### src/rtl/pce_pkg.sv
// Shared constants and types for the pixel color component extractor.
// Assumes 32-bit configuration words and three color channels.
package pce_pkg;
    localparam int CFG_W     = 32;
    localparam int OUT_W     = 8;
    localparam int LEN_W     = 4;
    localparam int LSB_W     = 5;
    localparam int DFLT_W    = 8;
    localparam int NUM_COMP  = 3;

    // Field positions inside the configuration words
    localparam int FMT_BPP_POS = 3;
    localparam int SEL_LSB_POS = 0;
    localparam int SEL_LEN_POS = 8;
    localparam int SEL_DFL_POS = 16;

    // Channel order inside packed component arrays
    localparam int CH_RED = 0;
    localparam int CH_GRN = 1;
    localparam int CH_BLU = 2;

    typedef struct packed {
        logic [DFLT_W-1:0] dflt;
        logic [LEN_W-1:0]  len;
        logic [LSB_W-1:0]  lsb;
    } comp_sel_t;
endpackage

### src/rtl/pce_width_mask.sv
// Clears every pixel byte above the configured bytes-per-pixel.
// Assumes PIX_BYTES >= 2 so the byte-count code has a nonzero width.
module pce_width_mask #(
    parameter int PIX_BYTES = 4,
    localparam int PIX_W    = PIX_BYTES * 8,
    localparam int BPP_W    = (PIX_BYTES > 1) ? $clog2(PIX_BYTES) : 1
) (
    input  logic [PIX_W-1:0] pix_word,
    input  logic [BPP_W-1:0] bpp_code,
    output logic [PIX_W-1:0] pix_masked
);
    // Per byte lane: keep the lane only if it lies inside the pixel width
    for (genvar b = 0; b < PIX_BYTES; b++) begin : g_lane
        assign pix_masked[b*8 +: 8] = (b <= int'(bpp_code)) ? pix_word[b*8 +: 8] : 8'h00;
    end
endmodule

### src/rtl/pce_field_unit.sv
// Extracts one color component from a masked pixel word.
// Field bits above the pixel word read as zero. Short fields are widened
// by repeating their top bits; long fields keep their top OUT_W bits.
// The fallback value wins when forced or when the length is zero.
module pce_field_unit
    import pce_pkg::*;
#(
    parameter int PIX_W = 32,
    localparam int EXT_W = PIX_W + (1 << LEN_W)
) (
    input  logic [PIX_W-1:0] pix_masked,
    input  comp_sel_t        sel,
    input  logic             force_dflt,
    output logic [OUT_W-1:0] comp
);
    logic [EXT_W-1:0] shifted;
    logic [EXT_W-1:0] field;
    logic [EXT_W-1:0] hi_part;
    logic [OUT_W-1:0] aligned;
    logic [OUT_W-1:0] repl;
    int               len_i;
    int               left_sh;

    // Isolate the field, zero-extended above the pixel word
    always_comb begin
        shifted = {{(EXT_W-PIX_W){1'b0}}, pix_masked} >> sel.lsb;
        field   = shifted & ~({EXT_W{1'b1}} << sel.len);
    end

    // Long fields: keep the most significant OUT_W bits
    always_comb begin
        len_i   = int'(sel.len);
        hi_part = (len_i >= OUT_W) ? (field >> (len_i - OUT_W)) : '0;
    end

    // Short fields: left-align then fill low bits with repeated copies
    always_comb begin
        left_sh = (len_i < OUT_W) ? (OUT_W - len_i) : 0;
        aligned = field[OUT_W-1:0] << left_sh;
        repl    = aligned;
        for (int j = 1; j < OUT_W; j++) begin
            repl = repl | (aligned >> (j * len_i));
        end
    end

    // Final choice between fallback, truncated and widened value
    always_comb begin
        if (force_dflt || (sel.len == '0))
            comp = sel.dflt;
        else if (len_i >= OUT_W)
            comp = hi_part[OUT_W-1:0];
        else
            comp = repl;
    end
endmodule

### src/rtl/pce_out_reg.sv
// Output stage: registers all color components and the active flag.
// Synchronous active-low reset clears everything.
module pce_out_reg
    import pce_pkg::*;
(
    input  logic                             clk,
    input  logic                             rst_n,
    input  logic [NUM_COMP-1:0][OUT_W-1:0]   comp_d,
    input  logic                             active_d,
    output logic [NUM_COMP-1:0][OUT_W-1:0]   comp_q,
    output logic                             active_q
);
    // One-cycle pipeline register for data and alignment flag
    always_ff @(posedge clk) begin
        if (!rst_n) begin
            comp_q   <= '0;
            active_q <= 1'b0;
        end else begin
            comp_q   <= comp_d;
            active_q <= active_d;
        end
    end
endmodule

### src/rtl/pix_comp_extract.sv
// Top of the pixel color component extractor.
// Decodes the configuration words, masks the pixel to its byte width,
// extracts three components in parallel and registers them with the
// active flag. Configuration words are assumed stable while in use.
module pix_comp_extract
    import pce_pkg::*;
#(
    parameter int PIX_BYTES = 4,
    localparam int PIX_W    = PIX_BYTES * 8,
    localparam int BPP_W    = (PIX_BYTES > 1) ? $clog2(PIX_BYTES) : 1
) (
    input  logic              clk,
    input  logic              rst_n,
    input  logic [PIX_W-1:0]  pix_word,
    input  logic              pix_valid,
    input  logic              in_active,
    input  logic              underrun,
    input  logic [CFG_W-1:0]  fmt_word,
    input  logic [CFG_W-1:0]  sel_red_word,
    input  logic [CFG_W-1:0]  sel_grn_word,
    input  logic [CFG_W-1:0]  sel_blu_word,
    output logic [OUT_W-1:0]  red_o,
    output logic [OUT_W-1:0]  grn_o,
    output logic [OUT_W-1:0]  blu_o,
    output logic              active_o
);
    logic [CFG_W-1:0]                 sel_words [NUM_COMP];
    comp_sel_t                        sel_arr   [NUM_COMP];
    logic [NUM_COMP-1:0][OUT_W-1:0]   comp_d;
    logic [NUM_COMP-1:0][OUT_W-1:0]   comp_q;
    logic [PIX_W-1:0]                 pix_masked;
    logic                             force_dflt;
    logic                             unused_cfg;

    // Configuration bits outside the decoded fields are ignored
    assign unused_cfg = ^{fmt_word, sel_red_word, sel_grn_word, sel_blu_word};

    // Gather selection words in channel order
    assign sel_words[CH_RED] = sel_red_word;
    assign sel_words[CH_GRN] = sel_grn_word;
    assign sel_words[CH_BLU] = sel_blu_word;

    // Fallback for the whole pixel: outside visible area or starved supply
    assign force_dflt = !in_active || underrun || !pix_valid;

    pce_width_mask #(.PIX_BYTES(PIX_BYTES)) u_mask (
        .pix_word   (pix_word),
        .bpp_code   (fmt_word[FMT_BPP_POS +: BPP_W]),
        .pix_masked (pix_masked)
    );

    for (genvar c = 0; c < NUM_COMP; c++) begin : g_chan
        // Decode this channel's selection word
        assign sel_arr[c].lsb  = sel_words[c][SEL_LSB_POS +: LSB_W];
        assign sel_arr[c].len  = sel_words[c][SEL_LEN_POS +: LEN_W];
        assign sel_arr[c].dflt = sel_words[c][SEL_DFL_POS +: DFLT_W];

        pce_field_unit #(.PIX_W(PIX_W)) u_field (
            .pix_masked (pix_masked),
            .sel        (sel_arr[c]),
            .force_dflt (force_dflt),
            .comp       (comp_d[c])
        );
    end

    pce_out_reg u_oreg (
        .clk      (clk),
        .rst_n    (rst_n),
        .comp_d   (comp_d),
        .active_d (in_active),
        .comp_q   (comp_q),
        .active_q (active_o)
    );

    assign red_o = comp_q[CH_RED];
    assign grn_o = comp_q[CH_GRN];
    assign blu_o = comp_q[CH_BLU];
endmodule

### config.mk
export PLATFORM = sky130hd
export DESIGN_NAME = pix_comp_extract
export DESIGN_NICKNAME = d
export VERILOG_FILES = /design/src/rtl/pce_pkg.sv /design/src/rtl/pce_width_mask.sv /design/src/rtl/pce_field_unit.sv /design/src/rtl/pce_out_reg.sv /design/src/rtl/pix_comp_extract.sv
export SDC_FILE = /design/constraint.sdc
export NUM_CORES = 1
export LEC_CHECK = 0
export ABC_AREA = 1
export BUFFER_PORTS_ARGS = -buffer_cell sky130_fd_sc_hd__buf_2
export CAP_MARGIN = 20
export CORE_MARGIN = 10
export CORE_UTILIZATION = 42
export DETAILED_ROUTE_END_ITERATION = 10
export PLACE_DENSITY = 0.72
export SLEW_MARGIN = 20
export SYNTH_ARGS = -nofsm -noshare
export SYNTH_HDL_FRONTEND = slang
export SYNTH_SLANG_ARGS = --single-unit
### constraint.sdc
create_clock -name clk -period 3.5 [get_ports clk]
set_clock_uncertainty 0.15 [all_clocks]
set_input_delay 0.35 -clock clk [delete_from_list [all_inputs] [get_ports clk]]
set_output_delay 0.35 -clock clk [all_outputs]
set_load 0.01 [all_outputs]
Word-level counts from Yosys, hierarchy flattened --
Index checks and enable logic that the tools add are counted.
Word-level totals: register bits 25, output and inout bits 25
Operators by class: add/subtract/negate cells 6, $mul 12, $lt $le $gt $ge 9, shift operators 33, multiplexer cells 12, bitwise gates (word level) 27, reductions and logical operators 10
Operators by type and width (count):
- >> shifter 8 x 32 -> 8 bit | 12
- bitwise OR 8 bit | 21
- bitwise AND 48 bit | 3
- NOT 48 bit | 3
- left shift 48 x 4 -> 48 bit, first input constant | 3
- >> shifter 32 x 5 -> 48 bit | 3
- >> shifter 48 x 32 -> 8 bit | 3
- two-way mux 32 bit | 3
- left shift 8 x 32 -> 8 bit | 3
- two-way mux 8 bit | 9
- multiplier 3 x 4 -> 7 bit, first input constant | 6
- multiplier 2 x 4 -> 6 bit, first input constant | 6
- >> shifter 8 x 4 -> 8 bit | 3
- >> shifter 8 x 5 -> 8 bit | 3
- >> shifter 8 x 6 -> 8 bit | 3
- subtractor 4 x 4 -> 5 bit, first input constant | 3
- subtractor 4 x 4 -> 5 bit, second input constant | 3
- greater-or-equal comparator 4 bit, second input constant | 3
- logical NOT 4 bit | 3
- < comparator 4 bit, second input constant | 3
- logical OR 1 bit | 5
- <= comparator 2 bit, first input constant | 2
- <= comparator 1 x 2 -> 1 bit, first input constant | 1
- logical NOT 1 bit | 2

Depth between registers and ports, before layout --
Gate-level depths: netlist of the first run.
depth in word-level cells 15, depth in mapped cells 28, gate-level depth less buffers 26

Hierarchy --
From an unflattened synthesis of the first run, not the netlist that was laid out.
Unflattened totals: cell total of the unflattened synthesis 2470, area total of the unflattened synthesis 12375.6 um^2
By module, submodules not included:
- pce_field_unit (g_chan[1].u_field) | times used 1, cells each 782, area each 3817.4 um^2, sequential area each 0.0 um^2
- pce_field_unit (g_chan[2].u_field) | times used 1, cells each 780, area each 3798.6 um^2, sequential area each 0.0 um^2
- pce_field_unit (g_chan[0].u_field) | times used 1, cells each 769, area each 3729.8 um^2, sequential area each 0.0 um^2
- pce_out_reg | times used 1, cells each 78, area each 721.9 um^2, sequential area each 500.5 um^2
- pce_width_mask | times used 1, cells each 59, area each 294.0 um^2, sequential area each 0.0 um^2
- pix_comp_extract | times used 1, cells each 2, area each 13.8 um^2, sequential area each 0.0 um^2

Worst setup path after synthesis of the first run --
Ideal clock, no wire load.
kind input to register, from input port sel_red_word[8], to register u_oreg.comp_q[1] (netlist name), arrival 3099 ps, required time 3228 ps, slack 130 ps, cell stages on the path 22, buffers on the path 3, cell sequence inv_1 > clkbuf_1 > clkbuf_1 > clkbuf_1 > ha_1 > inv_1 > ha_1 > or2_2 > nand4_1 > nand3_1 > nand2_1 > nand2_1 > nand2_2 > nand2_2 > nand2_1 > nand2_1 > nand2_1 > nand2_1 > a21oi_1 > nand3_1 > nand2_1 > a21oi_2
On the way: longest elaborated chain between the ends 14, elaborated cells between the ends (all ways) 32
RTL lines:
- from (decl) | RTL line pix_comp_extract.sv:19 | input logic [CFG_W-1:0] sel_red_word,
- left shift 48 x 4 -> 48 bit | RTL line pce_field_unit.sv:27 | field = shifted & ~({EXT_W{1'b1}} << sel.len);
- NOT 48 bit | RTL line pce_field_unit.sv:27
- bitwise AND 48 bit | RTL line pce_field_unit.sv:27
- left shift 8 x 32 -> 8 bit | RTL line pce_field_unit.sv:39 | aligned = field[OUT_W-1:0] << left_sh;
- >> shifter 8 x 4 -> 8 bit | RTL line pce_field_unit.sv:42 | repl = repl | (aligned >> (j * len_i));
- bitwise OR 8 bit (7 in series) | RTL line pce_field_unit.sv:42
- two-way mux 8 bit | RTL line pce_field_unit.sv:50 | else if (len_i >= OUT_W)
- two-way mux 8 bit * | RTL line pce_field_unit.sv:48 | if (force_dflt || (sel.len == '0))
- to (signal assigned) | RTL line pce_out_reg.sv:19 | comp_q <= comp_d;
- to (decl) | RTL line pce_out_reg.sv:10 | output logic [NUM_COMP-1:0][OUT_W-1:0] comp_q,
Every way passes the cells marked *; elsewhere a longest branch is shown, timed or not. A chain may end at the register's enable or synchronous reset.

Worst setup path after layout of the first run --
from input port fmt_word[4], to register u_oreg.comp_q[8] (netlist name)
On the way: longest elaborated chain between the ends 15, elaborated cells between the ends (all ways) 26
RTL lines:
- from (decl) | RTL line pix_comp_extract.sv:18 | input logic [CFG_W-1:0] fmt_word,
- <= comparator 1 x 2 -> 1 bit or <= comparator 2 bit (tied branches) | RTL line pce_width_mask.sv:14 | assign pix_masked[b*8 +: 8] = (b <= int'(bpp_code)) ? pix_word[b*8 +: 8] : 8'h00;
- two-way mux 8 bit | RTL line pce_width_mask.sv:14
- >> shifter 32 x 5 -> 48 bit * | RTL line pce_field_unit.sv:26 | shifted = {{(EXT_W-PIX_W){1'b0}}, pix_masked} >> sel.lsb;
- bitwise AND 48 bit * | RTL line pce_field_unit.sv:27
- left shift 8 x 32 -> 8 bit | RTL line pce_field_unit.sv:39
- >> shifter 8 x 4 -> 8 bit | RTL line pce_field_unit.sv:42
- bitwise OR 8 bit (7 in series) | RTL line pce_field_unit.sv:42
- two-way mux 8 bit * | RTL line pce_field_unit.sv:50
- two-way mux 8 bit * | RTL line pce_field_unit.sv:48
Marks and branches as above.

==> impl_results.html, run 1 <==
<table>
<tr><th>Metric</th><th>Value</th></tr>
<tr><th colspan="2">Worst setup path</th></tr>
<tr><td>Capturing instance or port of the critical path</td><td>u_oreg.comp_q[8]</td></tr>
<tr><td>Worst setup EP type</td><td>flip-flop</td></tr>
<tr><td>Crit start category</td><td>input pin</td></tr>
<tr><td>Peak fanout along the critical path</td><td>13</td></tr>
<tr><td>Critical Path RT</td><td>around 3500 ps</td></tr>
<tr><td>Class of the most critical setup path</td><td>input pin to flip-flop</td></tr>
<tr><td>Data arrival time of the worst path</td><td>roughly 3300 ps</td></tr>
<tr><td>Critical Path Start</td><td>fmt_word[4]</td></tr>
<tr><th colspan="2">Finish</th></tr>
<tr><td>Growth of design area from synthesis to finish</td><td>10.7%</td></tr>
<tr><td>Register area</td><td>~500 um2</td></tr>
<tr><td>Filler cell count</td><td>approximately 3,300</td></tr>
<tr><td>Ratio of cells with drive above 1 in the final layout</td><td>0.132</td></tr>
<tr><td>Diodes inserted</td><td>0</td></tr>
<tr><td>Most frequent cells in the layout</td><td>777 x nand2_1, 576 x nand3_1, 154 x inv_1, 138 x o21ai_0, 126 x a21oi_1</td></tr>
<tr><td>Final net count</td><td>around 2,800</td></tr>
<tr><td>Area taken by multi-input logic gates</td><td>10,700 um2</td></tr>
<tr><td>Commonest non-fill, non-tap cell in the layout</td><td>nand2_1</td></tr>
<tr><td>Final Non-Filler Cells</td><td>roughly 2,900</td></tr>
<tr><td>Total non-filler cell area in the finished layout</td><td>roughly 14,000 um2</td></tr>
<tr><th colspan="2">Clock tree</th></tr>
<tr><td>Number of hold buffers added after CTS</td><td>0</td></tr>
<tr><td>Clock-pin slew on the worst setup and hold paths</td><td>around 80 ps</td></tr>
<tr><td>H-tree depth reported by CTS</td><td>1</td></tr>
<tr><td>Clock tree from TritonCTS</td><td>yes</td></tr>
<tr><td>CTS Sinks</td><td>25</td></tr>
<tr><td>Total clock buffers created by CTS</td><td>3</td></tr>
<tr><td>Clk Tree Root Cell</td><td>clkbuf_16</td></tr>
<tr><td>Clock Path Buffers</td><td>2</td></tr>
<tr><th colspan="2">Detailed routing</th></tr>
<tr><td>First-pass detailed-route iteration total</td><td>6</td></tr>
<tr><td>Routed metal-1 wire length</td><td>20.2 mm</td></tr>
<tr><td>Amount of wire on met3 after detailed routing</td><td>3.97 mm</td></tr>
<tr><td>DRC violations left</td><td>0</td></tr>
<tr><td>Post-route antenna net violation count</td><td>0</td></tr>
<tr><td>DRT iter0 DRCs</td><td>2,796</td></tr>
<tr><td>Routed wire length</td><td>a little under 50 mm</td></tr>
<tr><td>Top routing layer in use</td><td>met4</td></tr>
<tr><td>Met2 wire length</td><td>~23 mm</td></tr>
<tr><td>Drt wl/cell</td><td>approximately 17 um</td></tr>
<tr><td>Routed vias/inst</td><td>5.96</td></tr>
<tr><td>DR vias</td><td>approximately 17,000</td></tr>
<tr><th colspan="2">Global route</th></tr>
<tr><td>Global-route usage over all layers</td><td>0.257</td></tr>
<tr><td>Global route total overflow</td><td>0</td></tr>
<tr><td>Vias in the first global route</td><td>~16,000</td></tr>
<tr><td>Maximum number of pins on one net before global-route repair</td><td>34</td></tr>
<tr><td>Initial antenna violation count</td><td>0</td></tr>
<tr><td>Wire length of the first global-routing pass</td><td>79.7 mm</td></tr>
<tr><th colspan="2">Timing</th></tr>
<tr><td>Hold slack</td><td>106 ps</td></tr>
<tr><td>Maximum frequency from static timing analysis</td><td>0.306 GHz</td></tr>
<tr><td>Max transition margin</td><td>0.501</td></tr>
<tr><td>Worst-Margin Slew</td><td>748 ps</td></tr>
<tr><td>Setup violators final</td><td>0</td></tr>
<tr><td>Minimum clock period after layout</td><td>~3300 ps</td></tr>
<tr><td>Fin. max-slew vios</td><td>0</td></tr>
<tr><td>Final hold violation count</td><td>0</td></tr>
<tr><td>RSZ-0062 raised after global routing</td><td>true</td></tr>
<tr><td>Setup Total Neg Slack</td><td>0 ps</td></tr>
<tr><td>Final worst path period share</td><td>0.933</td></tr>
<tr><th colspan="2">Logic synthesis</th></tr>
<tr><td>Simple-Gate Fraction of Synth Area</td><td>0.586</td></tr>
<tr><td>Register bit total from synthesis</td><td>25</td></tr>
<tr><td>Average cell area after synthesis</td><td>roughly 5.1 um2</td></tr>
<tr><td>Xor-xnor portion of the synthesized cell area</td><td>0.00210</td></tr>
<tr><td>Distinct cells, synth</td><td>54</td></tr>
<tr><td>Area fraction in compound gates after synthesis</td><td>0.175</td></tr>
<tr><td>Synth area leader</td><td>nand2_1</td></tr>
<tr><td>Syn nets</td><td>about 2,700</td></tr>
<tr><td>Multiplexer fraction of the synthesized cell area</td><td>0.00559</td></tr>
<tr><td>Sequential area share after synthesis</td><td>0.0399</td></tr>
<tr><td>Asr flop ratio synth</td><td>0</td></tr>
<tr><td>EDFF count, synth</td><td>0</td></tr>
<tr><td>Largest family of logic cells by synthesized area</td><td>simple AND/OR/NAND/NOR gates</td></tr>
<tr><td>Biggest area contributors in the synthesized netlist</td><td>nand2_1 23%, nand3_1 23%, ha_1 5.7%</td></tr>
<tr><td>Most used flip-flop cell after synthesis</td><td>dfxtp_1</td></tr>
<tr><td>Fraction of post-synthesis cell area in the top cell type by area</td><td>0.233</td></tr>
<tr><td>Adder-Cell Fraction of Synth Area</td><td>0.0856</td></tr>
<tr><td>Gate Count Post-Synth</td><td>roughly 2,400</td></tr>
<tr><td>Netlist area before placement</td><td>about 13,000 um2</td></tr>
<tr><td>Number of synthesis warnings</td><td>0</td></tr>
<tr><th colspan="2">Floorplanning</th></tr>
<tr><td>Area inside the core boundary</td><td>between 20,000 and 30,000 um2</td></tr>
<tr><td>Row Count</td><td>between 60 and 70</td></tr>
<tr><td>Chip Width</td><td>193 um</td></tr>
<tr><td>Die Outline Area</td><td>roughly 37,000 um2</td></tr>
<tr><td>Starting Density</td><td>0.424</td></tr>
<tr><td>Y dimension of the die</td><td>193 um</td></tr>
<tr><td>IO Count</td><td>between 150 and 200</td></tr>
<tr><th colspan="2">Placed design</th></tr>
<tr><td>GPL Wtd Cong</td><td>0.981</td></tr>
<tr><td>Area after DPL</td><td>~14,000 um2</td></tr>
<tr><td>Port Buffers</td><td>roughly 110</td></tr>
<tr><td># placed instances</td><td>between 2,000 and 3,000</td></tr>
<tr><td>Detailed Place HPWL</td><td>just under 40 mm</td></tr>
<tr><th colspan="2">Pwr</th></tr>
<tr><td>Worst ir drop on vdd</td><td>approximately 0.16 mV</td></tr>
<tr><td>Leakage Power</td><td>between 7 and 8 nW</td></tr>
<tr><td>PD cells</td><td>approximately 220 nW/um2</td></tr>
<tr><th colspan="2">Hold path</th></tr>
<tr><td>Hold crit path type</td><td>input pin to flip-flop</td></tr>
<tr><td>Hold path depth</td><td>3</td></tr>
<tr><th colspan="2">Run</th></tr>
<tr><td>Max Cap Viol</td><td>0</td></tr>
<tr><th colspan="2">Run status</th></tr>
<tr><td>Run status</td><td>complete, no violations</td></tr>
</table>
state kept, by name (all words and copies together), names as in the netlist:
signal,count
u_oreg.active_q,1
u_oreg.comp_q,24
routing by layer:
layer | track usage | up-vias
met3 | 0.0220 | 169
met2 | 0.438 | 908
met4 | 0.117 | 0
li1 | - | 8470
met5 | 0 | -
met1 | 0.323 | 7837
power breakdown:
part / total (mW) / switching, mW / leakage, nW / internal, mW
clock network: 0.281 / 0.125 / 0.0371 / 0.156
registers: 0.309 / 0.00439 / 0.209 / 0.305
logic: 2.46 / 1.66 / 6.88 / 0.809
total: 3.05 / 1.79 / 7.13 / 1.27
area by class of cell:
type | instances | share of cell area
clock inverters | 1 | 0.000541
repair buffers | 214 | 0.100
multi-input cells | 2105 | 0.774
clock buffers | 3 | 0.00541
inverters | 181 | 0.0491
well taps | 390 | 0.0352
flip-flops and latches | 25 | 0.0361
through the flow:
step,power (mW),worst slack [ps],utilization
floorplan,2.00,130,-
CTS,3.00,317,0.468
global placement,2.69,80.0,0.466
global route,3.35,-9.40,0.470
detailed placement,2.71,49.1,0.466
finish,3.05,235,0.470
kinds of logic (layout without fill, tap and decap cells):
logic type      after synthesis  count (layout)
simple gates               1628            1628
compound gates              392             392
mux                           7               7
flops                        25              25
buf+inv                     319             399
xor+xnor                      3               3
fa+ha+maj                    75              75
timing repair:
action,4_1_cts,5_1_grt
hold endpoints to repair,0,0
resized for setup,0,8
setup endpoints to repair,0,2
buffers inserted,0,0
Yosys cell counts, types with 4 or more instances:
| master | n |
|---|---|
| a21oi_1 | 126 |
| clkinv_1 | 12 |
| nand3_1 | 576 |
| o21ai_1 | 40 |
| dfxtp_1 | 25 |
| nand3b_1 | 5 |
| buf_6 | 6 |
| nand2_1 | 777 |
| nor2_1 | 116 |
| o211ai_1 | 18 |
| mux2i_1 | 7 |
| a31oi_1 | 16 |
| o22ai_1 | 5 |
| ha_1 | 57 |
| o31ai_1 | 7 |
| buf_2 | 44 |
| inv_2 | 15 |
| or2_2 | 13 |
| inv_1 | 154 |
| o21ai_0 | 138 |
| a211oi_1 | 10 |
| buf_1 | 23 |
| nand4_1 | 39 |
| nor3_1 | 19 |
| fa_1 | 18 |
| a21o_1 | 4 |
| o21ai_2 | 5 |
| nor2_2 | 13 |
| clkbuf_1 | 62 |
| o2111ai_1 | 5 |
| nand2_4 | 4 |
| nand3_2 | 15 |
| nand2_2 | 38 |
worst min-delay path by stage:
stage	start	to	slack [ps]
floorplan	in_active	u_oreg.active_q	290
global placement	in_active	u_oreg.active_q	390
detailed placement	in_active	u_oreg.active_q	400
CTS	in_active	u_oreg.active_q	110
global route	in_active	u_oreg.active_q	130
finish	in_active	u_oreg.active_q	110
worst max-delay path, stage by stage:
cell and delay, ps:
buf_2 160, buf_12 170, nor2_8 250, nor2_2 70, buf_4 180, nand2_1 90, nand3_1 100, nand3_1 140
nand3_1 80, nand2_1 120, nand2_1 90, nand3_1 110, nand2_1 80, nand2_1 60, nand3_1 70, nand2_1 140
nand2_1 110, nand2_1 150, nand2_1 120, nand3_1 110, nand2_1 50, nor2_1 180, nand3_1 150, nand2_1 80
a21oi_1 60
Power figures use the tool's default switching activity.
==> inputs of run 2 (changes only) <==
--- a/config.mk
+++ b/config.mk
@@ -8,10 +8,12 @@
 export ABC_AREA = 1
 export BUFFER_PORTS_ARGS = -buffer_cell sky130_fd_sc_hd__buf_2
 export CAP_MARGIN = 20
+export CELL_PAD_IN_SITES_DETAIL_PLACEMENT = 0
+export CELL_PAD_IN_SITES_GLOBAL_PLACEMENT = 1
 export CORE_MARGIN = 10
-export CORE_UTILIZATION = 42
+export CORE_UTILIZATION = 40
 export DETAILED_ROUTE_END_ITERATION = 10
-export PLACE_DENSITY = 0.72
+export PLACE_DENSITY = 0.89
 export SLEW_MARGIN = 20
 export SYNTH_ARGS = -nofsm -noshare
 export SYNTH_HDL_FRONTEND = slang
==> constraint.sdc (replaced) <==
create_clock -name clk -period 3.23 [get_ports clk]
set_clock_uncertainty 0.15 [all_clocks]
set_input_delay 0.323 -clock clk [delete_from_list [all_inputs] [get_ports clk]]
set_output_delay 0.323 -clock clk [all_outputs]
set_load 0.01 [all_outputs]
==> impl_results.html, run 2 (synthesis results as in run 1) <==
<table>
<tr><th>Metric</th><th>Value</th></tr>
<tr><th colspan="2">Floorplanning</th></tr>
<tr><td>Chip Width</td><td>between 150 and 200 um</td></tr>
<tr><td>Area inside the core boundary</td><td>around 31,000 um2</td></tr>
<tr><td>Starting Density</td><td>0.408</td></tr>
<tr><td>Die Outline Area</td><td>38,800 um2</td></tr>
<tr><td>Row Count</td><td>between 60 and 70</td></tr>
<tr><td>Y dimension of the die</td><td>between 150 and 200 um</td></tr>
<tr><td>IO Count</td><td>190</td></tr>
<tr><th colspan="2">Worst setup path</th></tr>
<tr><td>Worst setup EP type</td><td>flip-flop</td></tr>
<tr><td>Critical path buffer and inverter count</td><td>4</td></tr>
<tr><td>Peak fanout along the critical path</td><td>8</td></tr>
<tr><td>Most prevalent standard cell on the critical path</td><td>nand2_1</td></tr>
<tr><td>Data arrival time of the worst path</td><td>3040 ps</td></tr>
<tr><td>Standard cell with the maximum stage delay on the critical path</td><td>nor2_8</td></tr>
<tr><td>Crit start category</td><td>input pin</td></tr>
<tr><td>Largest stage delay on the critical path</td><td>190 ps</td></tr>
<tr><td>Critical Path RT</td><td>3240 ps</td></tr>
<tr><td>Class of the most critical setup path</td><td>input pin to flip-flop</td></tr>
<tr><td>CP top delay family</td><td>simple AND/OR/NAND/NOR gates</td></tr>
<tr><th colspan="2">Global route</th></tr>
<tr><td>Global route total overflow</td><td>0</td></tr>
<tr><td>Maximum number of pins on one net before global-route repair</td><td>38</td></tr>
<tr><td>Met2 track demand over resource</td><td>0.447</td></tr>
<tr><td>GRT met1 Usage</td><td>0.335</td></tr>
<tr><td>Wire length of the first global-routing pass</td><td>between 80 and 90 mm</td></tr>
<tr><td>Vias in the first global route</td><td>roughly 16,000</td></tr>
<tr><td>Most crowded layer after global routing</td><td>met2</td></tr>
<tr><td>Global-route usage over all layers</td><td>0.260</td></tr>
<tr><td>Initial antenna violation count</td><td>0</td></tr>
<tr><td>Routing usage on met3</td><td>0.0199</td></tr>
<tr><th colspan="2">Pwr</th></tr>
<tr><td>Worst ir drop on vdd</td><td>between 0.15 and 0.2 mV</td></tr>
<tr><td>Total power after layout</td><td>between 3 and 4 mW</td></tr>
<tr><td>PD cells</td><td>between 200 and 250 nW/um2</td></tr>
<tr><td>Leakage Power</td><td>roughly 8 nW</td></tr>
<tr><th colspan="2">Timing</th></tr>
<tr><td>Worst-Margin Slew</td><td>between 800 and 900 ps</td></tr>
<tr><td>Fin. max-slew vios</td><td>0</td></tr>
<tr><td>Final hold violation count</td><td>0</td></tr>
<tr><td>Final worst-path setup slack</td><td>198 ps</td></tr>
<tr><td>Final worst path period share</td><td>0.939</td></tr>
<tr><td>Max transition margin</td><td>0.462</td></tr>
<tr><td>RSZ-0062 raised after global routing</td><td>true</td></tr>
<tr><td>Setup violators final</td><td>0</td></tr>
<tr><td>Minimum clock period after layout</td><td>a little over 3000 ps</td></tr>
<tr><td>Maximum frequency from static timing analysis</td><td>0.330 GHz</td></tr>
<tr><td>Hold slack</td><td>roughly 86 ps</td></tr>
<tr><th colspan="2">Detailed routing</th></tr>
<tr><td>DRC violations left</td><td>1</td></tr>
<tr><td>Routed vias/inst</td><td>approximately 5.7</td></tr>
<tr><td>DRT iter0 DRCs</td><td>2,202</td></tr>
<tr><td>Drt wl/cell</td><td>roughly 17 um</td></tr>
<tr><td>Routed wire length</td><td>52.8 mm</td></tr>
<tr><td>First-pass detailed-route iteration total</td><td>10</td></tr>
<tr><td>DR vias</td><td>17,800</td></tr>
<tr><td>Post-route antenna net violation count</td><td>0</td></tr>
<tr><th colspan="2">Placed design</th></tr>
<tr><td>Worst Setup Slack post-DPL</td><td>-145 ps</td></tr>
<tr><td>GPL Wtd Cong</td><td>approximately 0.97</td></tr>
<tr><td>Port Buffers</td><td>between 100 and 150</td></tr>
<tr><td>Detailed Place HPWL</td><td>around 42 mm</td></tr>
<tr><td>Area after DPL</td><td>roughly 15,000 um2</td></tr>
<tr><td># placed instances</td><td>a little over 3,000</td></tr>
<tr><th colspan="2">Run status</th></tr>
<tr><td>Violations in the final reports</td><td>DRC</td></tr>
<tr><td>Run status</td><td>finished, violations left</td></tr>
<tr><th colspan="2">Finish</th></tr>
<tr><td>Growth of design area from synthesis to finish</td><td>23.7%</td></tr>
<tr><td>Flip-flop count of the largest register, all copies and words added</td><td>24</td></tr>
<tr><td>Final Non-Filler Cells</td><td>about 3,100</td></tr>
<tr><td>Ratio of cells with drive above 1 in the final layout</td><td>0.205</td></tr>
<tr><td>Registers with the most flip-flops</td><td>u_oreg.comp_q (24), u_oreg.active_q (1)</td></tr>
<tr><td>Final net count</td><td>2,943</td></tr>
<tr><td>Register with the most flip-flops</td><td>u_oreg.comp_q</td></tr>
<tr><td>Commonest non-fill, non-tap cell in the layout</td><td>nand2_1</td></tr>
<tr><td>Diodes inserted</td><td>0</td></tr>
<tr><td>Filler cell count</td><td>about 3,400</td></tr>
<tr><td>Total non-filler cell area in the finished layout</td><td>15,500 um2</td></tr>
<tr><td>Most frequent cells in the layout</td><td>760 x nand2_1, 557 x nand3_1, 258 x buf_4, 153 x inv_1, 133 x o21ai_0</td></tr>
<tr><th colspan="2">Clock tree</th></tr>
<tr><td>CTS Sinks</td><td>25</td></tr>
<tr><td>Number of hold buffers added after CTS</td><td>0</td></tr>
<tr><td>Clk Tree Root Cell</td><td>clkbuf_16</td></tr>
<tr><td>Clock Path Buffers</td><td>2</td></tr>
<tr><td>H-tree depth reported by CTS</td><td>1</td></tr>
<tr><td>Total clock buffers created by CTS</td><td>3</td></tr>
<tr><td>Clock tree from TritonCTS</td><td>yes</td></tr>
<tr><td>Clock-pin slew on the worst setup and hold paths</td><td>80 ps</td></tr>
<tr><th colspan="2">Hold path</th></tr>
<tr><td>Endpoint with the worst hold slack</td><td>u_oreg.active_q</td></tr>
<tr><td>Hold crit path type</td><td>input pin to flip-flop</td></tr>
<tr><td>Hold path depth</td><td>3</td></tr>
<tr><td>Min-Delay Startpoint</td><td>in_active</td></tr>
<tr><th colspan="2">Run</th></tr>
<tr><td>Max Cap Viol</td><td>0</td></tr>
</table>
run 2: stage by stage:
stage          TNS (ps)  utilization
2_1_floorplan     -3.43            -
3_3_place_gp       -648        0.492
3_5_place_dp       -997        0.492
4_1_cts               0        0.495
5_1_grt            -138        0.504
6_report              0        0.504
run 2: area by class of cell:
cell class	count	area (um2)	area share
multi-input combinational	2105	10900	0.705
timing repair buffer	387	2810	0.182
inverter	181	682	0.0440
sequential	25	500	0.0323
tap	396	495	0.0320
clock buffer	3	75.1	0.00484
clock inverter	1	7.51	0.000484
run 2: worst min-delay path: cells and delay by family:
family	cells	cell delay (ps)
AND/OR/NAND/NOR	1	40
buffers and inverters	2	120
run 2: power by group:
group          total [mW]  switching (mW)  leakage, nW  internal, mW
Sequential          0.335         0.00463        0.209         0.330
Clock               0.303           0.134       0.0371         0.169
Combinational        3.04            1.90         7.80          1.15
Total                3.68            2.04         8.04          1.64
run 2: repair_timing:
item                       in CTS  in global routing
setup endpoints to repair       0                 20
resized for setup               0                 67
buffers inserted                0                  4
run 2: per-layer routing:
metal / share of wire / wire length, um / vias to the layer above
met1: 0.43 / 22800 / 8075
met3: 0.064 / 3370 / 131
li1: - / - / 8811
met2: 0.47 / 24800 / 796
met5: 0 / 0 / -
met4: 0.035 / 1870 / 0
run 2: worst max path at each step:
stage                         to            start  cells after the start  slack (ps)
4_1_cts        u_oreg.comp_q[11]      fmt_word[4]                     23         130
6_report       u_oreg.comp_q[11]      fmt_word[3]                     26         200
2_1_floorplan   u_oreg.comp_q[1]  sel_red_word[9]                     21          -3
5_1_grt        u_oreg.comp_q[11]      fmt_word[3]                     26         -70
3_5_place_dp   u_oreg.comp_q[11]      fmt_word[4]                     23        -140
3_3_place_gp    u_oreg.comp_q[8]      fmt_word[4]                     24         -90
